==> src/rtl/spi_flag_pkg.sv <==
package spi_flag_pkg;

  // Control register layout; bit positions are visible to software.
  typedef struct packed {
    logic flt_en;   // bit 2: mode-fault detection enable
    logic tx_ie;    // bit 1: transmit interrupt enable
    logic err_ie;   // bit 0: error interrupt enable
  } ctrl_t;

  localparam int CTRL_W = $bits(ctrl_t);

endpackage

==> src/rtl/spi_rst_sync.sv <==
module spi_rst_sync #(
  parameter int STAGES = 2
) (
  input  logic clk,
  input  logic rst_n,
  output logic rst_sync_n
);

  logic [STAGES-1:0] sync_q;
  logic [STAGES-1:0] sync_d;

  always_comb begin
    sync_d = {sync_q[STAGES-2:0], 1'b1};
  end

  always_ff @(posedge clk or negedge rst_n) begin
    if (!rst_n) begin
      sync_q <= '0;
    end else begin
      sync_q <= sync_d;
    end
  end

  assign rst_sync_n = sync_q[STAGES-1];

endmodule

==> src/rtl/spi_err_flag.sv <==
// Sticky error flag with a two-access clearing sequence.
module spi_err_flag (
  input  logic clk,
  input  logic rst_n,
  input  logic set_evt,   // error condition this cycle
  input  logic obs_rd,    // status read (opens sequence if flag is 1)
  input  logic fin_acc,   // second access (completes sequence if armed)
  output logic flag,
  output logic armed
);

  logic flag_q, flag_d;
  logic arm_q, arm_d;
  logic clr_ok;

  assign clr_ok = fin_acc & arm_q;

  always_comb begin
    flag_d = flag_q;
    arm_d  = arm_q;
    if (set_evt) begin
      // New event wins over clearing and drops any open sequence.
      flag_d = 1'b1;
      arm_d  = 1'b0;
    end else if (clr_ok) begin
      flag_d = 1'b0;
      arm_d  = 1'b0;
    end else if (obs_rd && flag_q) begin
      arm_d  = 1'b1;
    end
  end

  always_ff @(posedge clk or negedge rst_n) begin
    if (!rst_n) begin
      flag_q <= 1'b0;
      arm_q  <= 1'b0;
    end else begin
      flag_q <= flag_d;
      arm_q  <= arm_d;
    end
  end

  assign flag  = flag_q;
  assign armed = arm_q;

endmodule

==> src/rtl/spi_flag_ctrl.sv <==
module spi_flag_ctrl
  import spi_flag_pkg::*;
#(
  parameter int SYNC_STAGES = 2
) (
  input  logic              clk,
  input  logic              rst_n,
  input  logic              stat_rd,
  input  logic              ctrl_wr,
  input  logic [CTRL_W-1:0] ctrl_wdata,
  input  logic              data_rd,
  input  logic              data_wr,
  input  logic              eng_byte_done,
  input  logic              eng_load_ack,
  input  logic              eng_busy,
  input  logic              ss_level,
  input  logic              is_master,
  output logic              tx_empty,
  output logic              rx_full,
  output logic              ovf_flag,
  output logic              mf_flag,
  output logic              irq_err,
  output logic              irq_tx,
  output logic              tx_accept,
  output logic              rx_capture
);

  logic  rst_sync_n;
  ctrl_t ctrl_q, ctrl_d;
  logic  txe_q, txe_d;
  logic  rxf_q, rxf_d;
  logic  ss_q;
  logic  flt_en;
  logic  ovf_evt, mf_evt;
  logic  slave_fault, master_fault;
  logic  ovf_armed, mf_armed;

  spi_rst_sync #(.STAGES(SYNC_STAGES)) i_rst_sync (
    .clk        (clk),
    .rst_n      (rst_n),
    .rst_sync_n (rst_sync_n)
  );

  // Control register
  always_comb begin
    ctrl_d = ctrl_q;
    if (ctrl_wr) begin
      ctrl_d = ctrl_t'(ctrl_wdata);
    end
  end

  assign flt_en = ctrl_q.flt_en;

  // Buffer handshakes
  assign tx_accept  = data_wr & txe_q;
  assign rx_capture = eng_byte_done & (~rxf_q | data_rd);
  assign ovf_evt    = eng_byte_done & rxf_q & ~data_rd;

  always_comb begin
    txe_d = txe_q;
    if (eng_load_ack) begin
      txe_d = 1'b1;
    end else if (tx_accept) begin
      txe_d = 1'b0;
    end
  end

  always_comb begin
    rxf_d = rxf_q;
    if (rx_capture) begin
      rxf_d = 1'b1;
    end else if (data_rd) begin
      rxf_d = 1'b0;
    end
  end

  // Mode-fault detection
  assign slave_fault  = ~is_master & eng_busy & ss_level & ~ss_q;
  assign master_fault = is_master & ~ss_level;
  assign mf_evt       = flt_en & (slave_fault | master_fault);

  always_ff @(posedge clk or negedge rst_sync_n) begin
    if (!rst_sync_n) begin
      ctrl_q <= '0;
      txe_q  <= 1'b1;
      rxf_q  <= 1'b0;
      ss_q   <= 1'b1;
    end else begin
      ctrl_q <= ctrl_d;
      txe_q  <= txe_d;
      rxf_q  <= rxf_d;
      ss_q   <= ss_level;
    end
  end

  spi_err_flag i_ovf (
    .clk     (clk),
    .rst_n   (rst_sync_n),
    .set_evt (ovf_evt),
    .obs_rd  (stat_rd),
    .fin_acc (data_rd),
    .flag    (ovf_flag),
    .armed   (ovf_armed)
  );

  spi_err_flag i_mf (
    .clk     (clk),
    .rst_n   (rst_sync_n),
    .set_evt (mf_evt),
    .obs_rd  (stat_rd),
    .fin_acc (ctrl_wr),
    .flag    (mf_flag),
    .armed   (mf_armed)
  );

  assign tx_empty = txe_q;
  assign rx_full  = rxf_q;
  assign irq_err  = ctrl_q.err_ie & (ovf_flag | mf_flag);
  assign irq_tx   = ctrl_q.tx_ie & txe_q;

endmodule

==> config.mk <==
export PLATFORM = sky130hd
export DESIGN_NAME = spi_flag_ctrl
export DESIGN_NICKNAME = d
export VERILOG_FILES = /design/src/rtl/spi_flag_pkg.sv /design/src/rtl/spi_rst_sync.sv /design/src/rtl/spi_err_flag.sv /design/src/rtl/spi_flag_ctrl.sv
export SDC_FILE = /design/constraint.sdc
export NUM_CORES = 1
export LEC_CHECK = 0
export BUFFER_PORTS_ARGS = -buffer_cell sky130_fd_sc_hd__buf_2
export CORE_UTILIZATION = 35
export DETAILED_ROUTE_END_ITERATION = 10
export GPL_TIMING_DRIVEN = 0
export HOLD_SLACK_MARGIN = 0.02
export REMOVE_ABC_BUFFERS = 1
export SLEW_MARGIN = 10
export SYNTH_ARGS = -nofsm -noshare
export SYNTH_HDL_FRONTEND = slang
export SYNTH_HIERARCHICAL = 1
export SYNTH_SLANG_ARGS = --single-unit
==> constraint.sdc <==
create_clock -name clk -period 0.8 [get_ports clk]
set_input_delay 0.04 -clock clk [delete_from_list [all_inputs] [get_ports clk]]
set_output_delay 0.04 -clock clk [all_outputs]
set_load 0.03 [all_outputs]
After elaboration in Yosys (flattened, before gate mapping)
Index checks and enable logic that the tools add are counted.
Widths: inputs -> output; s select.

word-level totals
  register bits after elaboration = 12
  input bits = 14
  output and inout port bits = 8

cells by class
  reductions and logical operators = 8
  bitwise operators = 21
  mux-type cells = 14

operators with widths
  operator           number
  $mux 1             14
  $and 1x1->1        13
  $reduce_bool 2->1  4
  $reduce_bool 3->1  2
  $not 1->1          5
  $or 1x1->1         3
  $logic_and 1x1->1  2

Depth between registers and ports, before layout
Gate-level depths: netlist (run 1).

  depth in word-level cells = 7
  depth in mapped cells = 3
  mapped depth without buffers = 3

By module
The synthesis (run 1) kept the hierarchy.

modules (own cells, without submodules)
  module         seq. area each (sq um)  times used  area an instance (sq um)  cells an instance
  spi_flag_ctrl  152.6                   1           267.8                     22
  spi_err_flag   50.0                    2           80.1                      7
  spi_rst_sync   50.0                    1           53.8                      3

Worst setup path before layout (run 1)
OpenSTA, ideal clock, no wires.

  path type = register to register
  start point = reg ss_q
  end point = reg i_mf.flag_q, in the netlist i_mf/flag
  stages on the path, launching flop included = 4
  setup slack = -0.293 ns
  data required time = 0.682 ns
  data arrival time = 0.975 ns
  setup time = 0.118 ns
  period minus slack after synthesis = 1.093 ns
  cells stage by stage = dfstp_2 > and4bb_1 > o21a_1 > a21o_1

between the ends
  cells in the longest elaborated chain, start to end = 5
  elaborated cells on any way between the ends = 6
  those cells by class = mux: 1; bitwise: 4; reduce/logical: 1

ends and longest elaborated chain
  what                                                RTL line             RTL
  start, declared                                     spi_flag_ctrl.sv:32  logic ss_q;
  start signal, assigned                              spi_flag_ctrl.sv:92  ss_q <= ss_level;
  $not 1->1 *                                         spi_flag_ctrl.sv:78  assign slave_fault = ~is_master & eng_busy & ss_level & ~ss_q;
  $and 1x1->1 *                                       spi_flag_ctrl.sv:78
  $or 1x1->1 *                                        spi_flag_ctrl.sv:80  assign mf_evt = flt_en & (slave_fault | master_fault);
  $and 1x1->1 *                                       spi_flag_ctrl.sv:80
  net mf_evt                                          spi_flag_ctrl.sv:34  logic ovf_evt, mf_evt;
  $mux 1 / $reduce_bool 2->1 (equally long branches)  n/a
  end signal, assigned                                spi_err_flag.sv:38   flag_q <= flag_d;
  end, declared                                       spi_err_flag.sv:12   logic flag_q, flag_d;

The timed path passes the listed nets; every way through them passes the cells marked *.
A chain may end at the register's enable or synchronous reset.

Worst setup path in the final report (run 1)
Same ends and word-level chain as after synthesis.

==> out/metrics.cfg, run 1 <==
[cells_and_area]
areaGrowthSynthToFinish_pct = 64.4
diodes = 0
fin_cells = 89
drive_gt1_frac = 0.500
final_nets = 90

[timing]
fin_crit_sh = 1.40
setup_slack_ps = -323
grt_setup_unrepaired = yes
fin_crit_ps = 1120
setup_viol = 12
fin_skew_ps = 10.7
finalHoldViolCount = 0
whs_ps = 43.1
slew_violations = 0
max_freq_mhz = 890

[yosys]
synth_area_um2 = 482
synth_area_leaders = dfrtp_1 (52%), dfstp_2 (11%), mux2_2 (7.0%)
yosys_register_bits = 12
synth.largest_area_cell = dfrtp_1
syn_area_per_cell_um2 = 12.4
yosysUniqueCellTypes = 15
synth_top_area_share = 0.519
ys_seq_area_frac = 0.629
synth_warnings = 6
synthCells = 39

[floorplan]
ios = 22
row_count = 13
start_util = 0.375
fp.coreArea_mm2 = 0.00128
chipWidth_um = 39.1
die_h_um = 39.1
design.die.area_mm2 = 0.00153

[place]
placedCellCount = 75
place_congestion = 0.577
portBuffers = 21
hpwl_um = 610

[global_route]
grt_pass1_vias = 367
antenna_found_initial = 0
grtUsageTotal = 0.151
gr-total-overflow = 0
grt_pass1_wl_um = 1480
grt_max_degree = 11

[routing]
drc = 0
ant_nets = 0
vias_per_cell = 4.45
vias = 396
avgRoutedWirePerCell_um = 10.6
firstDrtPassIters = 2
wirelength_um = 942
drt-initial-drc-count = 2

[power_and_ir_drop]
power.density_mw_per_mm2 = 2300
p_leak_nw = 0.392
ir_drop_mv = 1.33

[clock_network]
cts.sink_count = 12
cts_buffer_depth = 2
cts_buffers = 3
htree_levels = 1
clkLatencyLatePin_ps = 270
clkTransAtPathRegs_ps = 80
root_buffer = clkbuf_4
cts_tree = done

[critical_path]
required_ps = 950
crit_type = reg2reg
endpoint_kind = flop
rrSetupSlack_ps = -320
rr_worst_depth = 3
crit_arrival_ps = 1280
start_kind = flop
r2r-end = i_mf/flag
endpoint = i_mf/flag
timing.rr.start = ss_q
crit_start = ss_q
cp_max_fo = 2

[run_status]
status = finished with violations
violations = negative setup slack

[worst_hold_path]
min_path_type = in2reg

[flow_run]
cap_viol_max_count = 0

cell families (layout without fill, tap and decap cells):
logic type / count (synthesis) / count (layout) / share of synthesized area
AOI/OAI and AO/OA: 7 / 7 / 0.0987
muxes: 3 / 3 / 0.0701
and+or+nand+nor: 14 / 14 / 0.179
other: 1 / 1 / 0.00778
buffers and inverters: 2 / 37 / 0.0156
DFF: 12 / 12 / 0.629
Yosys cell counts, drive strengths merged:
master,count
nor2b,1
nand2b,3
dfstp,2
and2,3
mux2,3
inv,2
dfrtp,10
nand3b,2
nand2,3
conb,1
a21o,3
a21oi,2
and4bb,1
nor2,1
o21a,2
flip-flops by register name, summed over array words and instances (netlist names):
register	count
ctrl_q	2
i_ovf/flag	1
i_mf/armed	1
i_mf/flag	1
rx_full	1
ss_q	1
i_rst_sync/sync_q	2
tx_empty	1
i_ovf/armed	1
flt_en	1
repair_timing:
item | in CTS | in global routing
cloned | 0 | 0
endpoints found under the setup margin | 11 | 12
pin swaps | 3 | 2
hold buffers | 7 | 0
resized for setup | 16 | 6
endpoints found under the hold margin | 8 | 0
buffers inserted | 2 | 2
where the power goes:
group	leakage (nW)	internal [mW]	switching [mW]
registers	0.138	0.718	0.0929
logic	0.240	0.364	0.290
clock network	0.0138	0.174	0.184
total	0.392	1.26	0.567
metrics by stage:
step	TNS (ps)	setup slack (ps)	power, mW	cell area [um2]	util
floorplan	-1340	-293	1.09	482	-
global placement	-696	-325	1.24	606	0.471
detailed placement	-705	-323	1.24	606	0.471
CTS	-2470	-325	1.77	763	0.594
global route	-2960	-353	1.91	792	0.616
finish	-2510	-323	1.82	792	0.616
layout by cell type, fill, tap and decap left out:
master and instances:
a21o_1 3, a21oi_1 2, and2_4 3, and4bb_1 1, buf_2 13, buf_4 3, buf_6 9, clkbuf_4 3
conb_1 1, dfrtp_1 10, dfstp_2 2, dlygate4sd3_1 7, inv_1 2, mux2_2 3, nand2_1 3, nand2b_1 3
nand3b_1 2, nor2_2 1, nor2b_1 1, o21a_1 2
final cells by class:
class / instances / area [um2]
fillers: 112 / 493
flip-flops and latches: 12 / 303
repair buffers: 32 / 259
multi-input cells: 25 / 181
clock buffers: 3 / 22.5
well taps: 15 / 18.8
inverters: 2 / 7.51
how the worst min path moves through the flow:
stage               startpoint              endpoint  slack [ps]  cells after the start
floorplan                rst_n  i_rst_sync/sync_q[0]        -260                      0
global placement         rst_n  i_rst_sync/sync_q[0]        -170                      1
detailed placement       rst_n  i_rst_sync/sync_q[0]        -170                      1
CTS                    stat_rd           i_ovf/armed          40                      3
global route           stat_rd           i_ovf/armed          50                      3
finish                 stat_rd           i_ovf/armed          40                      3
critical path: stages (launching register included):
cell and delay, ps:
dfstp_2 510, and4bb_1 170, o21a_1 180, a21o_1 150
per-layer routing:
| layer | up-vias | GRT usage | wire length (um) |
|---|---|---|---|
| li1 | 200 | - | - |
| met1 | 181 | 0.170 | 421 |
| met2 | 15 | 0.263 | 468 |
| met3 | 0 | 0.0347 | 52 |
| met4 | 0 | 0.0776 | 0 |
| met5 | - | 0 | 0 |
Note: power is estimated with default switching activity, not from simulation.
==> run 2: changes to the inputs <==
--- a/config.mk
+++ b/config.mk
@@ -11,6 +11,7 @@
 export GPL_TIMING_DRIVEN = 0
 export HOLD_SLACK_MARGIN = 0.02
 export REMOVE_ABC_BUFFERS = 1
+export SETUP_SLACK_MARGIN = 0.15
 export SLEW_MARGIN = 10
 export SYNTH_ARGS = -nofsm -noshare
 export SYNTH_HDL_FRONTEND = slang
==> run 2 against run 1 <==
The flow still finishes with violations (negative setup slack). Sequential share of layout area rose by 0.43 points. Fmax decreased by 0.79%. Combinational power up 3%. Cell area fell by 1.1%. Setup slack got worse by 8.9 ps. Global-route usage decreased by 0.73 points. Critical path depth did not move. Wire length up 2.2%. Critical path type unchanged. Critical endpoint unchanged.
==> out/metrics.cfg, run 2 (synthesized netlist as in run 1, its figures left out) <==
[run_status]
status = finished with violations
violations = negative setup slack

[clock_network]
cts_buffers = 3
cts.sink_count = 12
clkTransAtPathRegs_ps = 70
htree_levels = 1
clkLatencyLatePin_ps = 270
ctsHoldBuffers = 4
cts_buffer_depth = 2
cts_tree = done
root_buffer = clkbuf_4

[routing]
vias_per_cell = 4.65
vias = 400
avgRoutedWirePerCell_um = 11.2
wirelength_um = 963
ant_nets = 0
drt-initial-drc-count = 3
firstDrtPassIters = 3
drc = 0

[critical_path]
slowest_delay_ps = 510
required_ps = 960
start_kind = flop
crit_arrival_ps = 1290
cp_max_fo = 2
critPathSlowestCell = dfstp_2
crit_chain = and4bb_1, o21a_1, a21o_1
crit_type = reg2reg
endpoint_kind = flop

[timing]
setup_slack_ps = -332
setup_viol = 12
fin_crit_sh = 1.41
fin_crit_ps = 1130
grt_setup_unrepaired = yes
slew_violations = 0
whs_ps = 5.74
finalHoldViolCount = 0
fin_tns_setup_ps = -2540
fin_skew_ps = 8.04
max_freq_mhz = 883

[floorplan]
design.die.area_mm2 = 0.00153
chipWidth_um = 39.1
ios = 22
die_h_um = 39.1
fp.coreArea_mm2 = 0.00128
start_util = 0.375
row_count = 13

[global_route]
grtUsageTotal = 0.144
gr-total-overflow = 0
grt_max_degree = 11
grt_pass1_vias = 345
antenna_found_initial = 0
grt_pass1_wl_um = 1410

[place]
portBuffers = 21
hpwl_um = 610
placedCellCount = 75
place_congestion = 0.577

[power_and_ir_drop]
p_leak_nw = 0.394
power.density_mw_per_mm2 = 2350
report.power.total_mw = 1.84
ir_drop_mv = 1.51

[cells_and_area]
mostFrequentLayoutCells = buf_2 (13), dfrtp_1 (10), buf_6 (10)
reg_top3 = ctrl_q (2), i_rst_sync/sync_q (2)
post-route-util = 0.610
drive_gt1_frac = 0.549
diodes = 0
layout_commonest_cell = buf_2
areaGrowthSynthToFinish_pct = 62.6
fin_cells = 86
final_nets = 87

[worst_hold_path]
min_path_type = in2reg

[flow_run]
cap_viol_max_count = 0

## run 2: cell count changes in the layout (fill, tap and decap cells not counted), sizes merged
cell,previous run,this run
dlygate4sd3,7,4
## run 2: worst max-delay path: cells and delay by family (launching register included)
family | cells | cell delay (ps)
flops | 1 | 510
simple gates | 1 | 170
compound gates | 2 | 340
## run 2: power by group
group	leakage, nW	switching, mW	internal (mW)
Clock	0.0138	0.185	0.174
Combinational	0.242	0.299	0.372
Sequential	0.138	0.0946	0.718
Total	0.394	0.579	1.26
## run 2: final timing paths
kind                                       from                   end  slack [ps]  depth (start not counted)
max                                        ss_q             i_mf/flag        -330                          3
min                               ctrl_wdata[2]                flt_en           6                          2
max reg2reg                                ss_q             i_mf/flag        -330                          3
min reg2reg                i_rst_sync/sync_q[1]           i_ovf/armed         140                          0
max in group asynchronous  i_rst_sync/sync_q[1]              tx_empty         330                          0
min in group asynchronous                 rst_n  i_rst_sync/sync_q[1]          80                          2
## run 2: timing repair
item | 4_1_cts | 5_1_grt
endpoints found under the hold margin | 8 | 3
gates resized for setup | 17 | 11
pin swaps | 4 | 2
endpoints found under the setup margin | 17 | 17
setup buffers | 2 | 2
## run 2: area by class of cell
| cell class | count | area, um2 |
|---|---|---|
| Multi-Input combinational cell | 25 | 199 |
| Timing Repair Buffer | 29 | 233 |
| Sequential cell | 12 | 303 |
| Clock buffer | 3 | 22.5 |
| Tap cell | 15 | 18.8 |
| Fill cell | 112 | 502 |
| Inverter | 2 | 7.51 |
## run 2: stage by stage
step | setup WS (ps) | area (um2)
3_3_place_gp | -325 | 606
4_1_cts | -325 | 737
6_report | -332 | 783
2_1_floorplan | -293 | 482
5_1_grt | -357 | 783
3_5_place_dp | -323 | 606
## run 2: metal layers
metal | global-route usage | up-vias | wire length, um
li1 | - | 192 | -
met3 | 0.0347 | 0 | 47
met5 | 0 | - | 0
met1 | 0.166 | 193 | 421
met4 | 0.0776 | 0 | 0
met2 | 0.242 | 15 | 493
